===== config.mk =====
export PLATFORM = sky130hd
export DESIGN_NAME = lqv_detector
export DESIGN_NICKNAME = d
export VERILOG_FILES = /design/src/rtl/lqv_pkg.sv /design/src/rtl/lqv_entry.sv /design/src/rtl/lqv_ptrs.sv /design/src/rtl/lqv_detector.sv
export SDC_FILE = /design/constraint.sdc
export NUM_CORES = 1
export LEC_CHECK = 0
export CORE_MARGIN = 2
export CORE_UTILIZATION = 64
export DETAILED_ROUTE_END_ITERATION = 10
export PLACE_DENSITY = 0.84
export SLEW_MARGIN = 25
export SYNTH_ARGS = -nofsm -noshare
export SYNTH_HDL_FRONTEND = slang
export SYNTH_SLANG_ARGS = --single-unit

===== constraint.sdc =====
create_clock -name clk -period 6.9 [get_ports clk]
set_clock_uncertainty 0.15 [all_clocks]
set_input_delay 1.38 -clock clk [delete_from_list [all_inputs] [get_ports clk]]
set_output_delay 1.38 -clock clk [all_outputs]
set_load 0.01 [all_outputs]

===== src/rtl/lqv_pkg.sv =====
package lqv_pkg;
   // Per-slot status bits of a queued load
   typedef struct packed {
      logic vld;     // slot holds an unretired load
      logic done;    // value already obtained
      logic mk_inv;  // remote write hit this line after completion
      logic mk_bar;  // barrier retired while mk_inv was set
   } lqv_flags_t;
endpackage


===== src/rtl/lqv_entry.sv =====
module lqv_entry
   import lqv_pkg::*;
#(
   parameter int LINE_W = 26
) (
   input  logic              clk,
   input  logic              rst_n,
   input  logic              clr,
   input  logic              alloc_we,
   input  logic [LINE_W-1:0] alloc_line,
   input  logic              cmp_we,
   input  logic              retire_we,
   input  logic              inv_valid,
   input  logic [LINE_W-1:0] inv_line,
   input  logic              bar_retire,
   output lqv_flags_t        flags,
   output logic              inv_hit
);
   logic [LINE_W-1:0] line_q;
   lqv_flags_t        flags_q;

   assign inv_hit = flags_q.vld & flags_q.done & inv_valid & (line_q == inv_line);
   assign flags   = flags_q;

   always_ff @(posedge clk) begin
      if (!rst_n) begin
         flags_q <= '0;
         line_q  <= '0;
      end else if (clr) begin
         flags_q <= '0;
      end else if (alloc_we) begin
         flags_q <= '{vld: 1'b1, done: 1'b0, mk_inv: 1'b0, mk_bar: 1'b0};
         line_q  <= alloc_line;
      end else begin
         if (retire_we)                    flags_q.vld    <= 1'b0;
         if (cmp_we && flags_q.vld)        flags_q.done   <= 1'b1;
         if (inv_hit)                      flags_q.mk_inv <= 1'b1;
         if (bar_retire && flags_q.mk_inv) flags_q.mk_bar <= 1'b1;
      end
   end

   // a fresh invalidation tag needs a load that was already complete
   assert_tag_needs_done_R5: assert property (@(posedge clk) disable iff (!rst_n)
      $rose(flags_q.mk_inv) |-> $past(flags_q.done));
   // the barrier tag only lands on a load already tagged by an invalidation
   assert_bar_after_inv_R8: assert property (@(posedge clk) disable iff (!rst_n)
      $rose(flags_q.mk_bar) |-> $past(flags_q.mk_inv));
   // clearing empties the slot
   assert_clear_empties_R10: assert property (@(posedge clk) disable iff (!rst_n)
      clr |=> !flags_q.vld);
endmodule


===== src/rtl/lqv_ptrs.sv =====
module lqv_ptrs #(
   parameter int DEPTH = 8,
   localparam int IW = $clog2(DEPTH)
) (
   input  logic          clk,
   input  logic          rst_n,
   input  logic          clr,
   input  logic          push,
   input  logic          pop,
   output logic [IW-1:0] head_idx,
   output logic [IW-1:0] tail_idx,
   output logic          full,
   output logic          empty
);
   logic [IW:0] head_q, tail_q, used;

   assign used     = tail_q - head_q;
   assign full     = (used == (IW+1)'(DEPTH));
   assign empty    = (used == '0);
   assign head_idx = head_q[IW-1:0];
   assign tail_idx = tail_q[IW-1:0];

   always_ff @(posedge clk) begin
      if (!rst_n || clr) begin
         head_q <= '0;
         tail_q <= '0;
      end else begin
         if (pop)  head_q <= head_q + 1'b1;
         if (push) tail_q <= tail_q + 1'b1;
      end
   end

   // occupancy never exceeds the queue size
   assert_no_overflow_R2: assert property (@(posedge clk) disable iff (!rst_n)
      used <= (IW+1)'(DEPTH));
endmodule


===== src/rtl/lqv_detector.sv =====
module lqv_detector
   import lqv_pkg::*;
#(
   parameter int DEPTH  = 8,
   parameter int ADDR_W = 32,
   parameter int OFF_W  = 6,
   localparam int IW     = $clog2(DEPTH),
   localparam int LINE_W = ADDR_W - OFF_W
) (
   input  logic              clk,
   input  logic              rst_n,
   input  logic              relaxed_mode,
   input  logic              alloc_valid,
   input  logic [ADDR_W-1:0] alloc_addr,
   output logic [IW-1:0]     alloc_idx,
   input  logic              cmp_valid,
   input  logic [IW-1:0]     cmp_idx,
   input  logic              inv_valid,
   input  logic [ADDR_W-1:0] inv_addr,
   input  logic              barrier_retire,
   input  logic              retire_valid,
   input  logic              flush,
   output logic              refetch,
   output logic              lq_full,
   output logic              lq_empty
);
   if (DEPTH < 2 || (1 << IW) != DEPTH) begin : g_bad_depth
      $error("lqv_detector: DEPTH must be a power of two of at least 2");
   end
   if (OFF_W < 0 || OFF_W >= ADDR_W) begin : g_bad_off
      $error("lqv_detector: OFF_W must lie below ADDR_W");
   end

   logic [IW-1:0] head_idx, tail_idx;
   logic          ret_fire, alloc_fire, clr_all;
   lqv_flags_t    ent_flags [DEPTH];
   logic          ent_hit   [DEPTH];
   lqv_flags_t    head_f;
   logic          eff_inv, eff_bar, violation;

   assign ret_fire   = retire_valid & ~lq_empty;
   assign clr_all    = flush | refetch;
   assign alloc_fire = alloc_valid & ~lq_full & ~clr_all;
   assign alloc_idx  = tail_idx;

   lqv_ptrs #(.DEPTH(DEPTH)) u_ptrs (
      .clk      (clk),
      .rst_n    (rst_n),
      .clr      (clr_all),
      .push     (alloc_fire),
      .pop      (ret_fire),
      .head_idx (head_idx),
      .tail_idx (tail_idx),
      .full     (lq_full),
      .empty    (lq_empty)
   );

   for (genvar i = 0; i < DEPTH; i++) begin : g_ent
      lqv_entry #(.LINE_W(LINE_W)) u_ent (
         .clk        (clk),
         .rst_n      (rst_n),
         .clr        (clr_all),
         .alloc_we   (alloc_fire && (tail_idx == IW'(i))),
         .alloc_line (alloc_addr[ADDR_W-1:OFF_W]),
         .cmp_we     (cmp_valid && (cmp_idx == IW'(i))),
         .retire_we  (ret_fire && (head_idx == IW'(i))),
         .inv_valid  (inv_valid),
         .inv_line   (inv_addr[ADDR_W-1:OFF_W]),
         .bar_retire (barrier_retire),
         .flags      (ent_flags[i]),
         .inv_hit    (ent_hit[i])
      );
   end

   // Decision for the oldest load, folding in same-cycle events
   assign head_f    = ent_flags[head_idx];
   assign eff_inv   = head_f.mk_inv | ent_hit[head_idx];
   assign eff_bar   = head_f.mk_bar | (barrier_retire & head_f.mk_inv);
   assign violation = relaxed_mode ? (eff_inv & eff_bar) : eff_inv;
   assign refetch   = ret_fire & violation;

   // a refetch only comes with a real retirement
   assert_refetch_on_retire_R6: assert property (@(posedge clk) disable iff (!rst_n)
      refetch |-> (retire_valid && !lq_empty));
   // a refetch leaves the queue empty
   assert_refetch_empties_R10: assert property (@(posedge clk) disable iff (!rst_n)
      refetch |=> lq_empty);
   // a full queue with no retire or flush keeps its tail
   assert_full_holds_R2: assert property (@(posedge clk) disable iff (!rst_n)
      (lq_full && !retire_valid && !flush) |=> (lq_full && $stable(alloc_idx)));
   // in relaxed mode a refetch needs a barrier tag on the oldest load
   assert_relaxed_needs_bar_R9: assert property (@(posedge clk) disable iff (!rst_n)
      (relaxed_mode && refetch) |-> (head_f.mk_bar || (barrier_retire && head_f.mk_inv)));
endmodule


=== After elaboration in Yosys (flattened, before gate mapping) ===
Cells that the tools add are included.

* Input port bits: 76
* Word-level logic and storage cells: 232
* Flip-flop bits (word level): 248
* Output and inout bits: 6

* Magnitude comparators: 1
* Add/subtract/negate cells: 3
* Equal/unequal tests: 30
* Reductions and logical operators: 71
* Multiplexer cells: 47
* Bitwise logic cells: 38

{| class="wikitable"
|+ Operators by type and width
! operator !! count
|-
| $eq 26x26->1 || 8
|-
| $logic_and 1x1->1 || 40
|-
| $eq 3x3->1 const B || 12
|-
| $mux 1 || 35
|-
| $mux 4 || 8
|-
| $and 1x1->1 || 30
|-
| $reduce_or 3->1 || 8
|-
| $eq 3x2->1 const B || 6
|-
| $reduce_and 2->1 || 8
|-
| $reduce_bool 2->1 || 8
|-
| $bmux 4 s3 || 1
|-
| $eq 3x1->1 const B || 3
|-
| $logic_not 3->1 || 3
|-
| $add 4x1->4 const B || 2
|-
| $eq 4x4->1 const B || 1
|-
| $ge 4x4->1 const B || 1
|-
| $logic_not 4->1 || 1
|-
| $mux 2 || 2
|-
| $not 1->1 || 4
|-
| $not 3->4 || 1
|-
| $sub 4x4->4 || 1
|-
| $bmux 1 s3 || 1
|-
| $or 1x1->1 || 3
|-
| $reduce_or 2->1 || 1
|-
| other kinds (2) || 2
|}

=== Depth between registers and ports, before layout ===
Gate-level depths: netlist of run 1.

* Depth in word-level cells: 15
* Mapped depth: 13
* Depth with buffers taken out: 11

=== Cells and area by module ===
From an unflattened synthesis of run 1, not the netlist that was laid out.

* Cells, all modules: 1,533
* Area total of the unflattened synthesis: 12,879.9 um^2

{| class="wikitable"
|+ Modules (own cells, without submodules)
! module !! seq. area each (um^2) !! cells each !! times used !! area an instance (um^2)
|-
| lqv_entry || 600.6 || 174 || 8 || 1,480.2
|-
| lqv_detector || 0.0 || 87 || 1 || 545.5
|-
| lqv_ptrs || 160.2 || 54 || 1 || 493.0
|}

=== Worst setup path before layout of run 1 ===
Ideal clock, no wire load.

* Path kind: input to output
* Start point: in inv_addr[28]
* End point: out refetch
* Path buffers: 1
* Path slack: 2.372 ns
* Cell stages on the path: 9
* Data required time: 5.370 ns
* Arrival: 2.998 ns
* Cell sequence: buf_4 xor2_1 nor4_1 nand4_1 or4_1 a21oi_2 a211o_1 nand2_1 inv_1

* Longest elaborated chain between the ends: 9
* Elaborated cells on any way between the ends: 23
* Classes of those cells: 8 x eq/ne; 4 x mux; 11 x bitwise

{| class="wikitable"
|+ RTL lines
! element !! RTL line !! RTL
|-
| start, declared || lqv_detector.sv:19 || <nowiki>input logic [ADDR_W-1:0] inv_addr,</nowiki>
|-
| $eq 26x26->1 || lqv_entry.sv:22 || <nowiki>assign inv_hit = flags_q.vld & flags_q.done & inv_valid & (line_q == inv_line);</nowiki>
|-
| $and 1x1->1 || lqv_entry.sv:22 ||
|-
| $bmux 1 s3 (*) || lqv_detector.sv:77 || <nowiki>assign eff_inv = head_f.mk_inv | ent_hit[head_idx];</nowiki>
|-
| $mux 1 (not written as such) (*) (2 in series) || lqv_detector.sv:77 ||
|-
| $or 1x1->1 (*) || lqv_detector.sv:77 ||
|-
| $and 1x1->1 || lqv_detector.sv:79 || <nowiki>assign violation = relaxed_mode ? (eff_inv & eff_bar) : eff_inv;</nowiki>
|-
| $mux 1 (*) || lqv_detector.sv:79 ||
|-
| $and 1x1->1 (*) || lqv_detector.sv:80 || <nowiki>assign refetch = ret_fire & violation;</nowiki>
|-
| end, declared || lqv_detector.sv:23 || <nowiki>output logic refetch,</nowiki>
|}

Mark *: on every way between the ends. The rest lies on a longest branch, timed or not. The select of a mux whose other input is x is not followed.

=== Worst setup path after layout of run 1 ===
* Start point: in inv_addr[13]
* End point: out refetch

The elaborated chain is that of the path after synthesis.

==> summary.txt, run 1 <==
Logic synthesis
  – Predominant post-synthesis flop cell: dfxtp_1
  – Post-Synth Simple-Gate Area: 15.2%
  – Post-Synth XOR/XNOR Area: between 15 and 20%
  – Post-Syn Area: 12200 sq um
  – Cell with the most instances after synthesis: nand2_1
  – Post-Syn Nets: 1345
  – Synth cell count leaders: nand2_1, dfxtp_1, mux2i_1
  – Complex-gate fraction of the synthesized area: about 3.4%
  – Synthesized flop and latch total: ~250
  – Ys async rst share: 0%
  – Total number of yosys warnings: 0
  – EDFF count, synth: 0
  – Adder-cell share of the synthesized area: between 1.5 and 2%
  – Largest area contributor in the netlist: dfxtp_1
  – Synth cell types: between 50 and 60
  – Gate count of the mapped netlist: 1254
  – Multiplexer share of the synthesized area: 18.0%
  – Top cells by area, synth: dfxtp_1, mux2i_1, xor2_1
  – Avg Synthesized Cell Area: ~9.7 sq um
  – Synth top area share: 40.8%
  – Sequential area share after synthesis: 40.8%
  – Main combinational cell family by area after synthesis: multiplexers

Timing
  – Endpoints failing setup: 0
  – Fin crit share: around 94%
  – F_max: about 0.15 GHz
  – Setup TNS Final: 0 ps
  – Fin crit period: 6490 ps
  – Final slew viol count: 0
  – Hold_ws: around 320 ps
  – Worst-margin pin slew: ~1100 ps
  – Max-slew headroom: 29.6%
  – Final-report hold violation count: 0
  – RSZ-0062 raised after global routing: false

Placement
  – Placed wire-length estimate: approximately 23000 um
  – Placer congestion estimate: 0.963
  – IO Port Bufs: just under 70

Worst setup path
  – Reg2reg start: u_ptrs.head_q[1]$_SDFFE_PP0P_
  – Worst r2r path cells: 11
  – RR Endpoint: g_ent[0].u_ent.line_q[0]$_SDFFE_PN0P_
  – Worst setup EP type: output port
  – Startpoint types: input port
  – CP arrival: 4960 ps
  – Maximum fanout along the worst path: 8
  – Crit path required time: between 5000 and 6000 ps
  – R2R setup slack: roughly 2700 ps
  – Setup CP Type: input port to output port

Floorplanning
  – Effective utilization at floorplan: approximately two thirds
  – Core area: 18600 sq um
  – Chip Height: approximately 140 um
  – DIE AREA: roughly 20000 sq um
  – Die W: around 140 um
  – Ports: 82
  – Row count: 50

Power and ir drop
  – Power share of the clock group: a little over two fifths
  – Power, Total: between 3 and 4 mW
  – PD cells: around 230 nW/um^2
  – Combinational share of power: between 10 and 15%
  – Sequential share of power: a little under half
  – Internal: 2.36 mW
  – Worst vdd ir: roughly 0.00020 V
  – Sw Ratio: between 20% and 30%
  – NetSw: 0.808 mW
  – Pleak: just over 6 nW

Clocking
  – Clock root buffer master: clkbuf_16
  – Post CTS Setup Buffer Count: 0
  – Clock tree buffer depth: 3
  – Clk slew on worst S/H paths: 60 ps
  – Sink Count: around 250
  – Post-cts sizing count: 0
  – Clk_lat worst skew: ~540 ps
  – H-tree levels: 1
  – CTS tree: done
  – Hold_buf cts: 0
  – Clock buffer count from CTS: 25

Route
  – Vias: between 9000 and 10000
  – DRT antenna net count: 0
  – Per-cell routed wire length: 21.6 um
  – Post-Route WL: about 33000 um
  – Vias/cell: about 6
  – DRT Pass-1 Iters: 5
  – DRC: 0
  – DR iter-0 viols: 720

GRT
  – GRT Overall Usage: between 30 and 40%
  – Largest net degree at the start of global routing: 96
  – Initial antenna violation count: 1
  – Total grt overflow: 0
  – Vias in the first global route: 9134
  – First-pass GRT wire length: just over 50000 um

Min path
  – Hold-critical path endpoint: g_ent[3].u_ent.line_q[13]$_SDFFE_PN0P_
  – Worst Hold Launch: g_ent[3].u_ent.line_q[13]$_SDFFE_PN0P_
  – WHS Path Cells: 2
  – Worst Hold Class: flip-flop to flip-flop

Run
  – Max_cap viols: 0

Cells and area
  – Share of post-route cells with drive strength above 1: under 10%
  – Layout fillers: around 1300
  – Area of the multi-input gates: 6580 sq um
  – Number of diodes: 0
  – Register Area: 4960 sq um
  – Layout area overhead: 12.6%
  – Layout Nets: about 1400

Outcome
  – Status: complete, no violations
[layout make-up]
class	instances	share of cell area, %
clock buffer	36	5.31
clock inverter	10	0.622
inverter	11	0.302
multi-input combinational	905	48.0
sequential	248	36.3
tap	234	2.14
timing repair buffer	105	7.30
[worst max path at each step]
| stage | startpoint | to | slack (ps) | cells past startpoint |
|---|---|---|---|---|
| 2_1_floorplan | inv_addr[28] | refetch | 2370 | 9 |
| 3_3_place_gp | inv_addr[13] | refetch | 730 | 10 |
| 3_5_place_dp | inv_addr[13] | refetch | 560 | 10 |
| 4_1_cts | inv_addr[13] | refetch | 550 | 10 |
| 5_1_grt | inv_addr[13] | refetch | 450 | 10 |
| 6_report | inv_addr[13] | refetch | 410 | 10 |
[flip-flops by register name, summed over array words and instances (netlist names)]
name,cells
u_ptrs.tail_q,4
g_ent.u_ent.flags,32
u_ptrs.head_q,4
g_ent.u_ent.line_q,208
[per-stage QoR]
step           worst slack, ps  std cells  cell area (sq um)  utilization (%)
3_5_place_dp               556       1503              12900             69.0
5_1_grt                    449       1549              13700             73.4
3_3_place_gp               727       1503              12900             69.0
4_1_cts                    554       1549              13700             73.4
6_report                   411       1549              13700             73.4
2_1_floorplan             2370       1254              12200                -
[layer usage]
| metal | GRT usage, % | vias to the layer above | wire [um] |
|---|---|---|---|
| li1 | - | 4319 | - |
| met1 | 43.0 | 4493 | 13600 |
| met2 | 54.8 | 406 | 15500 |
| met3 | 5.80 | 115 | 2590 |
| met4 | 16.5 | 0 | 1880 |
| met5 | 0 | - | 0 |
[worst max-delay path, cell delays in order]
cell and delay (ps):
clkdlybuf4s50_1 820, xor2_1 300, nor4_1 540, nand4_1 240, nor4_1 470, a221o_1 310, o21a_1 140, nand2_1 70
inv_1 110, clkdlybuf4s50_1 550
[cell families after synthesis]
family / count (synthesis)
flops: 248
buf+inv: 101
simple gates: 407
fa+ha+maj: 15
xor+xnor: 214
compound gates: 56
mux: 213
[placed cells by master, fill, tap and decap left out, types with 11 or more instances in the layout]
cell type          n
nor2_1            24
nand2_1          256
nor4_1            37
ha_1              15
mux2i_1          208
xor2_1           129
nand3_1           20
clkdlybuf4s50_1   68
buf_4             33
clkbuf_16         25
nand4_1           25
nor3_1            19
inv_1             11
dfxtp_1          248
xnor2_1           85
a21oi_1           18
[power by group through the flow]
stage | Clock [mW] | Combinational (mW) | Sequential, mW
final | 1.34 | 0.354 | 1.47
after detailed placement | 0 | 0.346 | 1.51
after global placement | 0 | 0.341 | 1.50
after global routing | 1.41 | 0.375 | 1.48
after floorplan | 0 | 0.227 | 1.50
after CTS | 1.34 | 0.349 | 1.47
Power figures use the tool's default switching activity.
==> inputs of run 2 (changes only) <==
--- a/config.mk
+++ b/config.mk
@@ -5,10 +5,13 @@
 export SDC_FILE = /design/constraint.sdc
 export NUM_CORES = 1
 export LEC_CHECK = 0
+export CELL_PAD_IN_SITES_DETAIL_PLACEMENT = 1
+export CELL_PAD_IN_SITES_GLOBAL_PLACEMENT = 2
 export CORE_MARGIN = 2
-export CORE_UTILIZATION = 64
+export CORE_UTILIZATION = 41
+export CTS_CLUSTER_SIZE = 8
 export DETAILED_ROUTE_END_ITERATION = 10
-export PLACE_DENSITY = 0.84
+export PLACE_DENSITY = 0.83
 export SLEW_MARGIN = 25
 export SYNTH_ARGS = -nofsm -noshare
 export SYNTH_HDL_FRONTEND = slang
==> run 2 against run 1 <==
Against the previous run: fmax is 3.6% higher; largest cell class unchanged; critical path depth rose by 1; utilization fell by 26 points; global-route usage fell by 7.8 points; power increased by 7.3%; highest routed layer unchanged; sequential share of layout area down 0.88 points; sequential power is essentially flat.
==> summary.txt, run 2 (synthesis results as in run 1) <==
Outcome
  – Status: complete, no violations

Route
  – Vias: just over 9000
  – DRC: 0
  – Post-Route WL: 39100 um
  – DRT Pass-1 Iters: 5
  – Vias/cell: 5.34
  – Per-cell routed wire length: around 23 um
  – Met3 WL: approximately 1400 um
  – Routed length on met2: approximately 19000 um
  – DRT antenna net count: 0
  – Max layer used: met4
  – M1 WL: ~18000 um
  – DR iter-0 viols: about 530

GRT
  – Vias in the first global route: about 9600
  – Largest net degree at the start of global routing: 96
  – GRT Overall Usage: between 20% and 30%
  – First-pass GRT wire length: slightly below 60000 um
  – Total grt overflow: 0
  – Initial antenna violation count: 0

Floorplanning
  – Core area: between 20000 and 30000 sq um
  – Effective utilization at floorplan: approximately two fifths
  – Chip Height: 176 um
  – Die W: 176 um
  – Ports: between 80 and 90
  – Row count: 63
  – DIE AREA: 31000 sq um

Power and ir drop
  – Pleak: between 6 and 7 nW
  – PD cells: 243 nW/um^2
  – Worst vdd ir: 0.000136 V
  – Power, Total: between 3 and 4 mW

Timing
  – F_max: around 0.16 GHz
  – Worst-margin pin slew: 1020 ps
  – Final slew viol count: 0
  – Fin crit period: ~6300 ps
  – Max-slew headroom: roughly 32%
  – Fin crit share: about 91%
  – RSZ-0062 raised after global routing: false
  – Setup TNS Final: 0 ps
  – Endpoints failing setup: 0
  – Final-report hold violation count: 0

Cells and area
  – Layout Nets: between 1000 and 1500
  – Number of diodes: 0
  – Share of post-route cells with drive strength above 1: around 8.0%
  – Layout area overhead: 15.4%
  – Most common cell after layout, fill and taps aside: nand2_1
  – Max reg flops: roughly 210
  – Most frequent cells in the layout: nand2_1, dfxtp_1, mux2i_1
  – Layout fillers: roughly 3300
  – Largest Register: g_ent.u_ent.line_q

Worst setup path
  – Worst setup EP type: output port
  – Crit-path cells: clkdlybuf4s50_1, xor2_1, nor4_1, buf_4, nand4_1, or4_1, a21oi_2, a211o_1, nand2_1, inv_1, clkdlybuf4s50_1
  – RR Endpoint: g_ent[0].u_ent.line_q[24]$_SDFFE_PN0P_
  – Critical path depth: 11
  – Total buffers and inverters traversed by the critical path: 4
  – R2R setup slack: approximately 2600 ps
  – Most Frequent Cell on Critical Path: clkdlybuf4s50_1
  – Reg2reg start: u_ptrs.head_q[1]$_SDFFE_PP0P_
  – CP arrival: 4740 ps
  – Crit path required time: 5370 ps
  – Setup CP Type: input port to output port
  – Maximum fanout along the worst path: 8
  – Slowest stage delay, CP: approximately 1000 ps
  – Slowest CP cell: clkdlybuf4s50_1
  – Startpoint types: input port
  – Delay-heaviest family, CP: buffers and inverters
  – Worst r2r path cells: 11

Run
  – Max_cap viols: 0

Clocking
  – Hold_buf cts: 0
  – Clock tree buffer depth: 3
  – H-tree levels: 2
  – Post-cts sizing count: 0
  – Clk slew on worst S/H paths: around 50 ps
  – Clk_lat worst skew: between 500 and 600 ps
  – Clock root buffer master: clkbuf_16
  – Post CTS Setup Buffer Count: 0
  – Clock buffer count from CTS: 36
  – Sink Count: about 250
  – CTS tree: done

Placement
  – IO Port Bufs: approximately 70
  – Placed wire-length estimate: between 20000 and 30000 um
  – Placer congestion estimate: between 0.8 and 0.9

Min path
  – Worst Hold Class: flip-flop to flip-flop
  – WHS Path Cells: 2
  – Hold-critical path endpoint: g_ent[0].u_ent.line_q[13]$_SDFFE_PN0P_
  – Worst Hold Launch: g_ent[0].u_ent.line_q[13]$_SDFFE_PN0P_
run 2: changes by cell type in the layout (fill, tap and decap cells not counted):
| cell | change |
|---|---|
| clkinv_2 | -6 |
| buf_4 | +7 |
| clkbuf_16 | +12 |
| clkbuf_1 | -5 |
| clkbuf_8 | -6 |
| clkinv_4 | -1 |
| inv_6 | +1 |
| bufinv_16 | -1 |
| buf_12 | -2 |
| clkinvlp_4 | -1 |
run 2: metrics by stage:
stage	cell area (sq um)	setup slack (ps)	util, %	instances	hold WS (ps)
3_5_place_dp	13100	715	44.5	1664	308
5_1_grt	14000	419	47.7	1703	335
6_report	14000	633	47.7	1703	320
2_1_floorplan	12200	2370	-	1254	296
3_3_place_gp	13100	746	44.5	1664	303
4_1_cts	14000	692	47.7	1703	323
run 2: routing by layer:
layer,up-vias,track usage [%]
met1,4547,34.0
met5,-,0
met4,0,8.54
met3,48,3.27
met2,168,43.4
li1,4324,-
run 2: worst max-delay path by stage:
| stage | from | endpoint | slack [ps] |
|---|---|---|---|
| finish | inv_addr[26] | refetch | 630 |
| global route | inv_addr[25] | refetch | 420 |
| CTS | inv_addr[25] | refetch | 690 |
| detailed placement | inv_addr[25] | refetch | 710 |
| global placement | inv_addr[27] | refetch | 750 |
| floorplan | inv_addr[28] | refetch | 2370 |
run 2: where the power goes:
group	switching [mW]	leakage, nW	internal, mW
clock network	0.618	0.465	0.941
registers	0.0215	2.00	1.46
logic	0.228	3.85	0.138
total	0.868	6.31	2.54
run 2: final cells by class:
cell class	count	area, sq um	share of cell area, %
clock buffers	37	926	6.60
clock inverters	2	17.5	0.125
inverters	11	41.3	0.294
multi-input cells	905	6580	46.9
flip-flops and latches	248	4960	35.4
well taps	390	488	3.48
repair buffers	110	1010	7.22
run 2: worst reg2reg max path, cell delays in order, from the launching register on:
cell	delay [ps]
dfxtp_1	720
inv_1	310
ha_1	360
nor2b_1	130
o21ai_0	230
a21o_1	170
and2_1	160
o21ai_0	180
or3_1	450
a21oi_4	630
buf_4	450
mux2i_1	260
==> inputs of run 3 (changes only) <==
--- a/config.mk
+++ b/config.mk
@@ -9,7 +9,7 @@
 export CELL_PAD_IN_SITES_GLOBAL_PLACEMENT = 2
 export CORE_MARGIN = 2
 export CORE_UTILIZATION = 41
-export CTS_CLUSTER_SIZE = 8
+export CTS_CLUSTER_SIZE = 30
 export DETAILED_ROUTE_END_ITERATION = 10
 export PLACE_DENSITY = 0.83
 export SLEW_MARGIN = 25
==> run 3 against run 2 <==
Against the previous run: die area unchanged; register-to-register slack lost 30 ps; largest power group unchanged; utilization about the same; combinational power about the same; flip-flop and latch count did not move; clock power is essentially flat; fmax shrank 0.10%; global-route usage shrank 0.23 points.
==> summary.txt, run 3 (synthesis results as in run 1) <==
Outcome
  – Status: complete, no violations

Placement
  – Placer congestion estimate: between 0.8 and 0.9
  – IO Port Bufs: 69
  – Placed wire-length estimate: around 27000 um

Cells and area
  – Layout area overhead: 15.5%
  – Most common cell after layout, fill and taps aside: nand2_1
  – Register Area: 4960 sq um
  – Layout Nets: between 1000 and 1500
  – Area of the multi-input gates: about 6600 sq um
  – Layout fillers: roughly 3300
  – Most frequent cells in the layout: nand2_1, dfxtp_1, mux2i_1
  – Largest Register: g_ent.u_ent.line_q
  – Max reg flops: 208
  – Share of post-route cells with drive strength above 1: 8.09%
  – Number of diodes: 0

Power and ir drop
  – Sw Ratio: between 20% and 30%
  – Power, Total: 3.40 mW
  – Worst vdd ir: 0.000150 V
  – Internal: approximately 2.5 mW
  – Sequential share of power: between 40% and 50%
  – PD cells: around 240 nW/um^2
  – Pleak: about 6.3 nW
  – Combinational share of power: 10.8%
  – Power share of the clock group: 45.8%
  – NetSw: about 0.86 mW

Route
  – DRT antenna net count: 0
  – Routed length on met2: roughly 19000 um
  – Met3 WL: 1680 um
  – DRC: 0
  – Vias: about 9100
  – Per-cell routed wire length: ~23 um
  – Post-Route WL: about 39000 um
  – Max layer used: met4
  – DRT Pass-1 Iters: 7
  – M1 WL: roughly 18000 um
  – DR iter-0 viols: about 540
  – Vias/cell: ~5.3

Clocking
  – Post-cts sizing count: 0
  – Post CTS Setup Buffer Count: 0
  – Clock tree buffer depth: 3
  – CTS tree: done
  – Hold_buf cts: 0
  – H-tree levels: 1
  – Clock buffer count from CTS: 28
  – Clk_lat worst skew: 550 ps
  – Clock root buffer master: clkbuf_16
  – Clk slew on worst S/H paths: roughly 60 ps
  – Sink Count: between 200 and 250

Worst setup path
  – Delay-heaviest family, CP: buffers and inverters
  – RR Endpoint: g_ent[0].u_ent.line_q[24]$_SDFFE_PN0P_
  – Worst setup EP type: output port
  – Total buffers and inverters traversed by the critical path: 4
  – Setup CP Type: input port to output port
  – Startpoint types: input port
  – Maximum fanout along the worst path: 8
  – Reg2reg start: u_ptrs.head_q[1]$_SDFFE_PP0P_
  – R2R setup slack: 2590 ps
  – Slowest CP cell: clkdlybuf4s50_1
  – Slowest stage delay, CP: around 840 ps
  – CP arrival: around 4700 ps
  – Most Frequent Cell on Critical Path: clkdlybuf4s50_1
  – Crit-path cells: clkdlybuf4s50_1, xor2_1, nor4_1, buf_4, nand4_1, or4_1, a21oi_2, a211o_1, nand2_1, inv_1, clkdlybuf4s50_1
  – Crit path required time: around 5400 ps
  – Worst r2r path cells: 11

Min path
  – Worst Hold Launch: g_ent[5].u_ent.line_q[4]$_SDFFE_PN0P_
  – Hold-critical path endpoint: g_ent[5].u_ent.line_q[4]$_SDFFE_PN0P_
  – Worst Hold Class: flip-flop to flip-flop
  – WHS Path Cells: 2

Timing
  – Fin crit share: about nine tenths
  – Setup TNS Final: 0 ps
  – Final slew viol count: 0
  – Worst-margin pin slew: roughly 1000 ps
  – F_max: roughly 0.16 GHz
  – Fin crit period: between 6000 and 7000 ps
  – Hold_ws: 321 ps
  – Max-slew headroom: approximately 33%
  – Endpoints failing setup: 0
  – Final-report hold violation count: 0
  – RSZ-0062 raised after global routing: false

GRT
  – Initial antenna violation count: 0
  – Largest net degree at the start of global routing: between 90 and 100
  – First-pass GRT wire length: 59400 um
  – Total grt overflow: 0
  – Vias in the first global route: between 9000 and 10000
  – GRT Overall Usage: ~25%

Floorplanning
  – Row count: 63
  – Chip Height: 176 um
  – Core area: ~29000 sq um
  – DIE AREA: around 31000 sq um
  – Die W: 176 um
  – Ports: roughly 80
  – Effective utilization at floorplan: 41.3%

Run
  – Max_cap viols: 0
==> run 3: changes by cell type in the layout (fill, tap and decap cells not counted) <==
cell / previous run / this run
clkinv_2: 0 / 2
clkbuf_16: 37 / 29
clkbuf_8: 0 / 7
inv_6: 2 / 0
clkbuf_1: 0 / 8
bufinv_16: 0 / 3
==> run 3: worst reg2reg max path, cell delays in order (launching register included) <==
cell and delay, ps:
dfxtp_1 740, inv_1 320, ha_1 370, nor2b_1 130, o21ai_0 230, a21o_1 170
and2_1 160, o21ai_0 180, or3_1 450, a21oi_4 650, buf_4 450, mux2i_1 260
==> run 3: how the worst max path moves through the flow <==
| stage | cells after the start | end | slack [ps] | start |
|---|---|---|---|---|
| finish | 11 | refetch | 630 | inv_addr[26] |
| detailed placement | 9 | refetch | 710 | inv_addr[25] |
| floorplan | 9 | refetch | 2370 | inv_addr[28] |
| global route | 9 | refetch | 430 | inv_addr[25] |
| CTS | 9 | refetch | 690 | inv_addr[25] |
| global placement | 10 | refetch | 750 | inv_addr[27] |
==> run 3: layout make-up <==
cell class / count / share of cell area, %
clock buffers: 44 / 6.07
repair buffers: 110 / 7.21
clock inverters: 5 / 0.713
flip-flops and latches: 248 / 35.4
well taps: 390 / 3.48
inverters: 11 / 0.294
multi-input cells: 905 / 46.9
==> run 3: through the flow <==
stage          setup slack, ps  cells  util (%)  cell area, sq um
2_1_floorplan             2370   1254         -             12200
3_3_place_gp               746   1664      44.5             13100
3_5_place_dp               715   1664      44.5             13100
4_1_cts                    690   1713      47.7             14000
5_1_grt                    432   1713      47.7             14000
6_report                   627   1713      47.7             14000
==> run 3: power groups by stage <==
stage / Combinational, mW / Clock [mW] / Sequential, mW
6_report: 0.367 / 1.56 / 1.47
3_5_place_dp: 0.365 / 0 / 1.51
5_1_grt: 0.393 / 1.64 / 1.48
2_1_floorplan: 0.227 / 0 / 1.50
4_1_cts: 0.368 / 1.58 / 1.47
3_3_place_gp: 0.361 / 0 / 1.50
==> run 3: routing by layer <==
layer / track usage, % / vias to the layer above
met2: 44.0 / 156
met1: 33.9 / 4565
met4: 6.30 / 0
met3: 3.04 / 52
met5: 0 / -
li1: - / 4334
